==> src/rtl/pwc_pkg.sv <==
package pwc_pkg;
   typedef enum logic {
      EDGE_RISE = 1'b0,
      EDGE_FALL = 1'b1
   } edge_sel_e;
endpackage

==> src/rtl/pwc_edge_detect.sv <==
module pwc_edge_detect #(
   parameter int SYNC_STAGES = 2
) (
   input  logic                clk,
   input  logic                rst_n,
   input  logic                pin_i,
   input  pwc_pkg::edge_sel_e  sel_i,
   output logic                edge_o
);
   localparam int PIPE_W = SYNC_STAGES + 1;

   generate
      if (SYNC_STAGES < 2) begin : g_bad_stages
         $error("pwc_edge_detect: SYNC_STAGES must be at least 2");
      end
   endgenerate

   // stages 0..SYNC_STAGES-1 synchronize, the last bit holds the previous value
   logic [PIPE_W-1:0] pipe_q;

   always_ff @(posedge clk or negedge rst_n) begin
      if (!rst_n) pipe_q <= '0;
      else        pipe_q <= {pipe_q[PIPE_W-2:0], pin_i};
   end

   logic now_v, was_v;
   assign now_v = pipe_q[SYNC_STAGES-1];
   assign was_v = pipe_q[SYNC_STAGES];

   always_comb begin
      if (sel_i == pwc_pkg::EDGE_FALL) edge_o = was_v & ~now_v;
      else                             edge_o = now_v & ~was_v;
   end
endmodule

==> src/rtl/pwc_window_timer.sv <==
module pwc_window_timer #(
   parameter int WIN_W = 16
) (
   input  logic             clk,
   input  logic             rst_n,
   input  logic             start_i,
   input  logic             stop_i,
   input  logic             cont_i,
   input  logic [WIN_W-1:0] len_i,
   output logic             busy_o,
   output logic             launch_o,
   output logic             end_o
);
   logic [WIN_W-1:0] remain_q;
   logic [WIN_W-1:0] reload_v;
   logic             busy_q, cont_q, again_v;

   assign reload_v = (len_i == '0) ? '0 : len_i - 1'b1;
   assign launch_o = start_i & ~busy_q;
   assign end_o    = busy_q & (remain_q == '0);
   assign again_v  = end_o & cont_q & ~stop_i;
   assign busy_o   = busy_q;

   always_ff @(posedge clk or negedge rst_n) begin
      if (!rst_n) begin
         remain_q <= '0;
         busy_q   <= 1'b0;
         cont_q   <= 1'b0;
      end else if (launch_o) begin
         remain_q <= reload_v;
         busy_q   <= 1'b1;
         cont_q   <= cont_i;
      end else if (busy_q) begin
         if (stop_i) cont_q <= 1'b0;
         if (remain_q == '0) begin
            if (again_v) remain_q <= reload_v;
            else         busy_q   <= 1'b0;
         end else begin
            remain_q <= remain_q - 1'b1;
         end
      end
   end
endmodule

==> src/rtl/pwc_pulse_accum.sv <==
module pwc_pulse_accum #(
   parameter int CNT_W = 16
) (
   input  logic             clk,
   input  logic             rst_n,
   input  logic             edge_i,
   input  logic             busy_i,
   input  logic             launch_i,
   input  logic             end_i,
   output logic [CNT_W-1:0] count_o,
   output logic             sat_o
);
   localparam logic [CNT_W-1:0] CNT_MAX = {CNT_W{1'b1}};

   logic [CNT_W-1:0] cnt_q;
   logic             sat_q;

   // a window opens on its first cycle; an edge there belongs to it
   always_ff @(posedge clk or negedge rst_n) begin
      if (!rst_n) begin
         cnt_q <= '0;
         sat_q <= 1'b0;
      end else if (launch_i || end_i) begin
         cnt_q <= edge_i ? CNT_W'(1) : '0;
         sat_q <= 1'b0;
      end else if (busy_i && edge_i) begin
         if (cnt_q == CNT_MAX) sat_q <= 1'b1;
         else                  cnt_q <= cnt_q + 1'b1;
      end
   end

   assign count_o = cnt_q;
   assign sat_o   = sat_q;
endmodule

==> src/rtl/pwc_top.sv <==
module pwc_top #(
   parameter int CNT_W       = 16,
   parameter int WIN_W       = 16,
   parameter int SYNC_STAGES = 2
) (
   input  logic             clk,
   input  logic             rst_n,
   input  logic             pulse_in,
   input  logic [WIN_W-1:0] cfg_window,
   input  logic             cfg_continuous,
   input  logic             cfg_falling,
   input  logic             start_req,
   input  logic             stop_req,
   input  logic             clear_flags,
   output logic             busy,
   output logic             done,
   output logic             overflow,
   output logic [CNT_W-1:0] result
);
   generate
      if (CNT_W < 2) begin : g_bad_cnt
         $error("pwc_top: CNT_W must be at least 2");
      end
      if (WIN_W < 1) begin : g_bad_win
         $error("pwc_top: WIN_W must be at least 1");
      end
   endgenerate

   logic             edge_hit, win_launch, win_end, win_sat;
   logic [CNT_W-1:0] win_count;

   pwc_edge_detect #(.SYNC_STAGES(SYNC_STAGES)) u_edge (
      .clk(clk), .rst_n(rst_n), .pin_i(pulse_in),
      .sel_i(pwc_pkg::edge_sel_e'(cfg_falling)), .edge_o(edge_hit));

   pwc_window_timer #(.WIN_W(WIN_W)) u_timer (
      .clk(clk), .rst_n(rst_n), .start_i(start_req), .stop_i(stop_req),
      .cont_i(cfg_continuous), .len_i(cfg_window), .busy_o(busy),
      .launch_o(win_launch), .end_o(win_end));

   pwc_pulse_accum #(.CNT_W(CNT_W)) u_accum (
      .clk(clk), .rst_n(rst_n), .edge_i(edge_hit), .busy_i(busy),
      .launch_i(win_launch), .end_i(win_end), .count_o(win_count),
      .sat_o(win_sat));

   logic [CNT_W-1:0] result_q;
   logic             done_q, ovf_q;

   always_ff @(posedge clk or negedge rst_n) begin
      if (!rst_n) begin
         result_q <= '0;
         done_q   <= 1'b0;
         ovf_q    <= 1'b0;
      end else if (win_end) begin
         result_q <= win_count;
         done_q   <= 1'b1;
         ovf_q    <= win_sat | (ovf_q & ~clear_flags);
      end else if (clear_flags) begin
         done_q <= 1'b0;
         ovf_q  <= 1'b0;
      end
   end

   assign result   = result_q;
   assign done     = done_q;
   assign overflow = ovf_q;
endmodule

==> config.mk <==
export PLATFORM = sky130hd
export DESIGN_NAME = pwc_top
export DESIGN_NICKNAME = d
export VERILOG_FILES = /design/src/rtl/pwc_pkg.sv /design/src/rtl/pwc_edge_detect.sv /design/src/rtl/pwc_window_timer.sv /design/src/rtl/pwc_pulse_accum.sv /design/src/rtl/pwc_top.sv
export SDC_FILE = /design/constraint.sdc
export NUM_CORES = 1
export LEC_CHECK = 0
export ABC_AREA = 1
export BUFFER_PORTS_ARGS = -buffer_cell sky130_fd_sc_hd__buf_2
export CAP_MARGIN = 5
export CORE_ASPECT_RATIO = 1.75
export CORE_MARGIN = 1.5
export CORE_UTILIZATION = 30
export CTS_BUF_LIST = sky130_fd_sc_hd__clkbuf_4
export CTS_CLUSTER_DIAMETER = 120
export CTS_CLUSTER_SIZE = 25
export DETAILED_ROUTE_END_ITERATION = 12
export PLACE_DENSITY = 0.57
export SLEW_MARGIN = 15
export SYNTH_ARGS = -nofsm -noshare
export SYNTH_HDL_FRONTEND = slang
export SYNTH_SLANG_ARGS = --single-unit
==> constraint.sdc <==
create_clock -name clk -period 2.4 [get_ports clk]
set_input_delay 0.12 -clock clk [delete_from_list [all_inputs] [get_ports clk]]
set_output_delay 0.12 -clock clk [all_outputs]
set_load 0.01 [all_outputs]
---- Yosys cells after proc, flatten, opt, wreduce, memory -nomap -nowiden ----
Cells that the tools add are included.
storage, ports and cells
  bits in registers ....................... 56
  output and inout port bits .............. 19
  word-level logic and storage cells ...... 64
operators by class
  add/sub/neg operators ................... 3
  equality and inequality tests ........... 3
  mux-type cells .......................... 23
  bitwise gates (word level) .............. 13
  reduce and logical (&&, ||, !) cells .... 13
operators with widths
  kind                                                number
  2-to-1 mux 16 bit                                   8
  logical NOT 16 bit                                  2
  subtractor 16 x 1 -> 16 bit, second input constant  2
  adder 16 x 1 -> 16 bit, second input constant       1
  equality test 16 bit, second input constant         1
  2-to-1 mux 1 bit                                    15
  nonzero test 2 bit                                  5
  AND reduction 2 bit                                 4
  AND 1 bit                                           7
  NOT 1 bit                                           5
  != test 3 x 1 -> 1 bit, second input constant       1
  != test 2 x 1 -> 1 bit, second input constant       1
  logical AND 1 bit                                   1
  logical OR 1 bit                                    1
  bitwise OR 1 bit                                    1

---- Depth between registers and ports, before layout ----
Gate-level depths: netlist (run 1).
  depth in word-level cells ............... 8
  mapped depth ............................ 12
  mapped depth without buffers ............ 11

---- Modules after synthesis ----
Synthesis (run 1) repeated with hierarchy kept, for this count alone.
second synthesis, totals
  cell total of the unflattened synthesis .. 535
  area, all modules ....................... 3723.6 um^2
by module, submodules not included
  module            instances  cells an instance  area each (um^2)
  pwc_window_timer  1          299                1749.2
  pwc_pulse_accum   1          151                1162.4
  pwc_top           1          76                 711.9
  pwc_edge_detect   1          9                  100.1

---- Worst setup path before layout (run 1) ----
OpenSTA, ideal clock, no wires.
  path kind ............................... register -> register
  from .................................... reg u_accum.cnt_q[0] (netlist: u_accum.count_o[0])
  to ...................................... reg u_accum.cnt_q[5] (netlist: u_accum.count_o[5])
  setup time .............................. 0.124 ns
  arrival time ............................ 1.586 ns
  data required time ...................... 2.276 ns
  setup slack ............................. 0.690 ns
  cell stages (with the launch flop) ...... 12
  clock period less this slack ............ 1.710 ns
  path through ............................ dfrtp_1 > ha_1 > inv_1 > nor2_4 > nand3_2 > nor2_4 > nand3_2 > nand2_2 > inv_1 > buf_2 > nand3_1 > o21ai_1
between the ends
  longest elaborated chain between the ends .. 4
RTL lines
  what                    RTL line               text
  start, declared         pwc_pulse_accum.sv:15  logic [CNT_W-1:0] cnt_q;
  start signal, assigned  pwc_pulse_accum.sv:24  cnt_q <= edge_i ? CNT_W'(1) : '0;
  start signal, assigned  pwc_pulse_accum.sv:28  else cnt_q <= cnt_q + 1'b1;
  adder 16 x 1 -> 16 bit  pwc_pulse_accum.sv:28
  2-to-1 mux 16 bit       pwc_pulse_accum.sv:27  if (cnt_q == CNT_MAX) sat_q <= 1'b1;
  2-to-1 mux 16 bit       pwc_pulse_accum.sv:26  end else if (busy_i && edge_i) begin
  2-to-1 mux 16 bit       pwc_pulse_accum.sv:23  end else if (launch_i || end_i) begin
Several ways; a longest one is shown, not always the timed one. The select of a mux whose other input is x is not followed.
A chain may end at the register's enable or synchronous reset.

---- Worst setup path in the final report (run 1) ----
  from .................................... reg u_accum.cnt_q[0] (netlist: u_accum.count_o[0])
  to ...................................... reg u_accum.cnt_q[1] (netlist: u_accum.count_o[1])
Same word-level chain as after synthesis.

==> results.txt, run 1 <==
Status -> finished with violations
Failing checks -> DRC
Inserted Clock Buffers -> 5
WHS Path Cells -> 6
DR WL/cell -> 13.1 um
Largest net degree at the start of global routing -> 34
Die Wd -> 85.1 um
Vias in the first global route -> 3332
Clock slew at reported path FFs -> 0.17 ns
Root Driver -> clkbuf_4
RSZ-0062 raised after global routing -> false
R2r setup slk -> 0.40 ns
Nets -> 590
PD cells -> 688 nW/um2
Gate Count Post-Synth -> 515
Routed Antenna Nets -> 0
Slew headroom -> 55.5%
Mean Syn Cell Area -> 6.88 um2
WL final -> 9130 um
Crit path DAT -> 2.28 ns
Min-delay src -> cfg_window[0]
Largest family of logic cells by synthesized area -> simple AND/OR/NAND/NOR gates
Resize count post-CTS -> 0
Synth Area in Simple Gates -> 41.1%
Comb pwr share -> 33.5%
DR vias/cell -> 4.88
Seq pwr share -> 47.6%
Hold Crit Endpoint -> u_timer.remain_q[0]$_DFFE_PN0P_
# placed instances -> 686
CTS tree -> done
CTS sink cnt -> 56
FF-to-FF End -> u_accum.count_o[1]$_DFFE_PN0P_
Setup ws final -> 0.402 ns
Hold WC Path Type -> in -> reg
Tightest Pin Transition -> 0.667 ns
Switching power -> 0.00109 W
Pre-CTS setup slack -> 0.440 ns
Total GRT Usage -> 15.2%
Core Rows -> 52
Register area share after synthesis -> 39.6%
Synth area leader -> dfrtp_1
Worst R2R Start -> u_accum.count_o[0]$_DFFE_PN0P_
Max rail drop VDD -> 0.326 mV
Initial antenna violation count -> 0
Vias -> 3408
Ranking of synthesized cells by area -> dfrtp_1, nand2_1, nand3_1, inv_1, nor2_1
Crit path largest cell delay -> 0.48 ns
Htree depth -> 2
Cell area after synthesis -> 3540 um2
Finished Layout Cells -> 699
Final HPWL DP -> 7130 um
GRT overflow -> 0
Global-route wire length before repair -> 15200 um
CP Data Required Time -> 2.68 ns
Number of I/O pins -> 43
Core area -> 11500 um2
Starting DRT DRC Count -> 176
Worst skew pair latency -> 0.40 ns
CP Max Fanout -> 12
CP Capture Type -> register
Gpl congestion -> 0.886
Post-synthesis adder-cell area fraction -> 1.06%
Final hold viol count -> 0
Sw Share -> 39.3%
Clock tree buffer depth -> 2
Initial Utilization -> 30.7%
PortBufs -> 42
Post-synth top area share -> 39.6%
Max Fclk -> 500 MHz
Layout cells sized above 1 -> 14.0%
Period Utilization, post-route -> 83.3%
Clock skew -> 0.0181 ns
Slew Viols, Final -> 0
Net Count, Synth -> 542
#FFs+latches synth -> 56
Drt pass-1 iters -> 10
Remaining DRCs -> 1
Pint -> 0.00168 W
Crit Path Class -> reg -> reg
Post-Synth XOR/XNOR Area -> 3.96%
P_leak -> 2.04 nW
Worst-path cell chain -> ha_1, inv_1, nor2_4, nand3_2, nor2_4, nand3_2, nand2_2, inv_1, nand3_1, o21ai_0
Critical Path Start Type -> register
Clock power share -> 18.9%
Max-Cap Viols -> 0
Die height -> 147 um
Finish-stage setup viols -> 0
Shortest period the worst path allows -> 2.00 ns
Compound-cell area share of the yosys netlist -> 6.33%
Yosys warns -> 0
FF-to-FF path depth -> 10
Area Growth Syn to Fin -> 13.9%
Total Neg Setup Slack -> 0 ns
Inserted Diodes -> 0
Die Area -> 12500 um2
Synth unique cells -> 28
Multiplexer area fraction after synthesis -> 0.318%
Slowest-stage cell, CP -> dfrtp_1
[worst max-delay path, delay by kind of cell (launching register included)]
| kind | cells | cell delay, ns |
|---|---|---|
| buf+inv | 2 | 0.29 |
| flops | 1 | 0.48 |
| simple gates | 6 | 0.78 |
| fa+ha+maj | 1 | 0.26 |
| compound gates | 1 | 0.10 |
[state kept, by name, indices dropped and copies added, names as in the netlist]
signal and flops:
u_accum.sat_o 1, u_timer.cont_q 1, overflow 1, u_edge.pipe_q 3, u_timer.remain_q 16, u_timer.busy_o 1
result 16, u_accum.count_o 16, done 1
[logic make-up (layout without fill, tap and decap cells)]
kind of cell	after synthesis	after routing
xor+xnor	16	16
flops	56	56
mux	1	1
compound gates	43	43
buf+inv	67	116
fa+ha+maj	3	3
simple gates	329	329
[what timing repair did]
action | CTS | global route
setup buffers | 0 | 0
endpoints found under the hold margin | 31 | 0
hold buffers | 5 | 0
[worst max-delay path by stage]
stage,cells past startpoint,from,to
5_1_grt,10,u_accum.count_o[0]$_DFFE_PN0P_,u_accum.count_o[1]$_DFFE_PN0P_
6_report,10,u_accum.count_o[0]$_DFFE_PN0P_,u_accum.count_o[1]$_DFFE_PN0P_
4_1_cts,10,u_accum.count_o[0]$_DFFE_PN0P_,u_accum.count_o[1]$_DFFE_PN0P_
3_3_place_gp,10,u_accum.count_o[0]$_DFFE_PN0P_,u_accum.count_o[1]$_DFFE_PN0P_
3_5_place_dp,10,u_accum.count_o[0]$_DFFE_PN0P_,u_accum.count_o[1]$_DFFE_PN0P_
2_1_floorplan,11,u_accum.count_o[0]$_DFFE_PN0P_,u_accum.count_o[5]$_DFFE_PN0P_
[power by group through the flow]
stage / combinational, W / clock [W] / sequential (W)
4_1_cts: 0.000940 / 0.000557 / 0.00132
6_report: 0.000930 / 0.000524 / 0.00132
2_1_floorplan: 0.000717 / 0 / 0.00128
3_3_place_gp: 0.000915 / 0 / 0.00134
5_1_grt: 0.00107 / 0.000583 / 0.00134
3_5_place_dp: 0.000928 / 0 / 0.00134
[synthesized netlist by cell type]
cell	count
a21oi_1	4
and2_1	2
buf_2	5
buf_6	2
clkbuf_1	3
dfrtp_1	56
ha_1	3
inv_1	53
inv_2	4
mux2_2	1
nand2_1	177
nand2_2	5
nand2_4	2
nand3_1	51
nand3_2	2
nand3_4	1
nand4_1	18
nor2_1	52
nor2_2	4
nor2_4	3
nor3_1	9
o21ai_0	32
o21ai_1	3
o21bai_1	3
o22ai_1	1
or2_2	3
xnor2_1	6
xor2_1	10
[through the flow]
step	hold slack (ns)	util, %	total power [W]	area [um2]
6_report	0.137	35.0	0.00277	4030
5_1_grt	0.164	35.0	0.00300	4030
3_5_place_dp	0.199	33.9	0.00227	3900
2_1_floorplan	-0.176	-	0.00200	3540
4_1_cts	0.117	35.0	0.00282	4030
3_3_place_gp	0.198	33.9	0.00225	3900
[layout by cell type (no fill, tap or decap), drive strengths merged, types with 2 or more instances in the layout]
cell type,n
a21oi,4
and2,2
buf,46
clkbuf,5
dfrtp,56
dlygate4sd3,5
ha,3
inv,57
nand2,184
nand3,54
nand4,18
nor2,59
nor3,9
o21ai,35
o21bai,3
or2,3
xnor2,6
xor2,10
[final cells by class]
class,instances,area [um2]
sequential,56,1400
fill,1243,7480
clock buffer,5,37.5
timing repair buffer,51,303
multi-input combinational,392,1870
inverter,57,214
tap,135,169
clock inverter,3,42.5
[per-layer routing]
metal  vias to the layer above  track usage [%]  part of all wire, %
met5                         -                0                    0
met4                         0             7.05                  2.6
met3                        15             1.97                  3.0
met2                        72             29.5                   55
met1                      1580             15.6                   39
li1                       1741                -                    -
Note: power is estimated with default switching activity, not from simulation.
==> run 2: changes to the inputs <==
--- a/config.mk
+++ b/config.mk
@@ -15,7 +15,7 @@
 export CTS_CLUSTER_DIAMETER = 120
 export CTS_CLUSTER_SIZE = 25
 export DETAILED_ROUTE_END_ITERATION = 12
-export PLACE_DENSITY = 0.57
+export PLACE_DENSITY = 0.58
 export SLEW_MARGIN = 15
 export SYNTH_ARGS = -nofsm -noshare
 export SYNTH_HDL_FRONTEND = slang
==> constraint.sdc (replaced) <==
create_clock -name clk -period 1.8 [get_ports clk]
set_input_delay 0.09 -clock clk [delete_from_list [all_inputs] [get_ports clk]]
set_output_delay 0.09 -clock clk [all_outputs]
set_load 0.01 [all_outputs]
==> run 2 against run 1 <==
  * The run still ends with DRC left
  * Via count rose by 2.1%
  * Setup slack got worse by 0.33 ns
  * Clock power increased by 11%
  * Final area up 5.6%
  * Core utilization rose by 1.9 points
  * Non-clock buffer count is 20 higher
  * Wire length increased by 5.1%
  * Global-route usage increased by 1.1 points
  * Sequential power rose by 33%
  * Critical path depth shrank 2
  * Critical path type unchanged
  * Highest routed layer unchanged
==> results.txt, run 2 (same netlist as run 1, synthesis figures left out) <==
Initial Utilization -> 30.7%
Multi-input gate area -> 1930 um2
DR WL/cell -> 13.3 um
Most frequent cells in the layout -> nand2_1, dfrtp_1, inv_1
Clock slew at reported path FFs -> 0.17 ns
Crit Path Class -> reg -> reg
FF-to-FF path depth -> 8
Hold Crit Endpoint -> u_timer.remain_q[0]$_DFFE_PN0P_
Seq pwr share -> 47.0%
Dpl cell area -> 4010 um2
CP Capture Type -> register
Total GRT Usage -> 16.2%
Root Driver -> clkbuf_4
# placed instances -> 699
Comb pwr share -> 37.5%
Starting DRT DRC Count -> 203
Critical Path Start Type -> register
WL final -> 9600 um
R2r setup slk -> 0.07 ns
Slew Viols, Final -> 0
Die Wd -> 85.1 um
Max-Cap Viols -> 0
Status -> finished with violations
Worst-case hold slack -> 0.0868 ns
Worst R2R Start -> u_accum.count_o[12]$_DFFE_PN0P_
Core area -> 11500 um2
Number of I/O pins -> 43
Period Utilization, post-route -> 95.8%
Drt pass-1 iters -> 11
Tightest Pin Transition -> 0.524 ns
PD cells -> 881 nW/um2
Area Growth Syn to Fin -> 20.2%
Nets -> 611
Failing checks -> DRC
Largest net degree at the start of global routing -> 37
PortBufs -> 42
WHS Path Cells -> 6
Initial antenna violation count -> 0
Htree depth -> 2
Pint -> 0.00223 W
Vias in the first global route -> 3539
Core Util, Final -> 37.0%
Max Fclk -> 580 MHz
Register area -> 1400 um2
Clock power share -> 15.5%
CP Data Required Time -> 2.09 ns
Die height -> 147 um
Clock skew -> 0.0220 ns
FF-to-FF End -> u_accum.count_o[14]$_DFFE_PN0P_
Die Area -> 12500 um2
Core Rows -> 52
GRT overflow -> 0
Max rail drop VDD -> 0.381 mV
Final hold viol count -> 0
Routed Antenna Nets -> 0
DR vias/cell -> 4.83
Inserted Clock Buffers -> 5
CTS sink cnt -> 56
Final instance area -> 4260 um2
Fillers -> 1214
Worst skew pair latency -> 0.40 ns
Switching power -> 0.00152 W
CP Max Fanout -> 7
Final HPWL DP -> 7420 um
Clock tree buffer depth -> 2
Hold WC Path Type -> in -> reg
Layout cells sized above 1 -> 18.8%
Finished Layout Cells -> 720
Finish-stage setup viols -> 0
Leading cell type in the layout, fill and taps excluded -> nand2_1
CTS tree -> done
Vias -> 3481
Shortest period the worst path allows -> 1.73 ns
P_leak -> 2.13 nW
Slew headroom -> 65.0%
Crit path DAT -> 2.02 ns
Inserted Diodes -> 0
Sw Share -> 40.6%
Global-route wire length before repair -> 16300 um
Remaining DRCs -> 3
Gpl congestion -> 0.860
Min-delay src -> cfg_window[0]
## run 2: changes by cell type in the layout (fill, tap and decap cells not counted), sizes merged
cell | previous run | this run
clkinvlp | 1 | 3
inv | 57 | 56
bufinv | 1 | 0
buf | 46 | 66
clkbuf | 5 | 6
## run 2: how the worst max path moves through the flow
stage | startpoint | to | cells past startpoint
finish | u_accum.count_o[12]$_DFFE_PN0P_ | u_accum.count_o[14]$_DFFE_PN0P_ | 8
global placement | u_timer.remain_q[0]$_DFFE_PN0P_ | u_timer.remain_q[2]$_DFFE_PN0P_ | 11
CTS | u_timer.remain_q[0]$_DFFE_PN0P_ | u_timer.remain_q[2]$_DFFE_PN0P_ | 11
global route | u_accum.count_o[1]$_DFFE_PN0P_ | u_accum.count_o[1]$_DFFE_PN0P_ | 10
floorplan | u_accum.count_o[0]$_DFFE_PN0P_ | u_accum.count_o[5]$_DFFE_PN0P_ | 11
detailed placement | u_timer.remain_q[0]$_DFFE_PN0P_ | u_timer.remain_q[2]$_DFFE_PN0P_ | 11
## run 2: what timing repair did
action                                  CTS  global route
cloned                                    0             1
endpoints found under the setup margin    8            30
hold buffers                              5             0
hold endpoints to repair                 24             0
resized for setup                         2            23
pin swaps                                 0             7
buffers inserted                          0             7
## run 2: power by group through the flow
| stage | logic (W) | registers [W] | clock network (W) |
|---|---|---|---|
| floorplan | 0.000956 | 0.00171 | 0 |
| detailed placement | 0.00133 | 0.00177 | 0 |
| CTS | 0.00135 | 0.00175 | 0.000618 |
| global route | 0.00164 | 0.00180 | 0.000658 |
| global placement | 0.00130 | 0.00176 | 0 |
| finish | 0.00141 | 0.00176 | 0.000581 |
## run 2: worst max-delay path, cell delays in order, from the launching register on
cell	delay (ns)
dfrtp_1	0.43
inv_1	0.09
nor3_1	0.41
nand3_2	0.17
nand2_4	0.17
nand2_8	0.08
buf_4	0.16
nand2_1	0.06
nand2_1	0.04
## run 2: final cells by class
cell class                 count  share of cell area [%]
timing repair inverter         1                   0.176
sequential                    56                    33.0
inverter                      57                    5.29
clock buffer                   6                    1.06
multi-input combinational    392                    45.2
timing repair buffer          71                    10.9
tap                          135                    3.97
clock inverter                 2                   0.382
## run 2: per-layer routing
metal | GRT usage (%) | vias to the layer above | routed length (um)
met3 | 1.85 | 24 | 266
met1 | 16.7 | 1607 | 3530
li1 | - | 1778 | -
met5 | 0 | - | 0
met4 | 8.93 | 0 | 399
met2 | 31.0 | 72 | 5400
## run 2: per-stage QoR
step	setup WS [ns]	setup TNS (ns)	total power (W)
after floorplan	0.0901	0	0.00266
after global placement	0.0131	0	0.00306
after detailed placement	-0.0134	-0.0134	0.00310
after CTS	0.00419	0	0.00371
after global routing	-0.0366	-0.246	0.00410
final	0.0750	0	0.00375
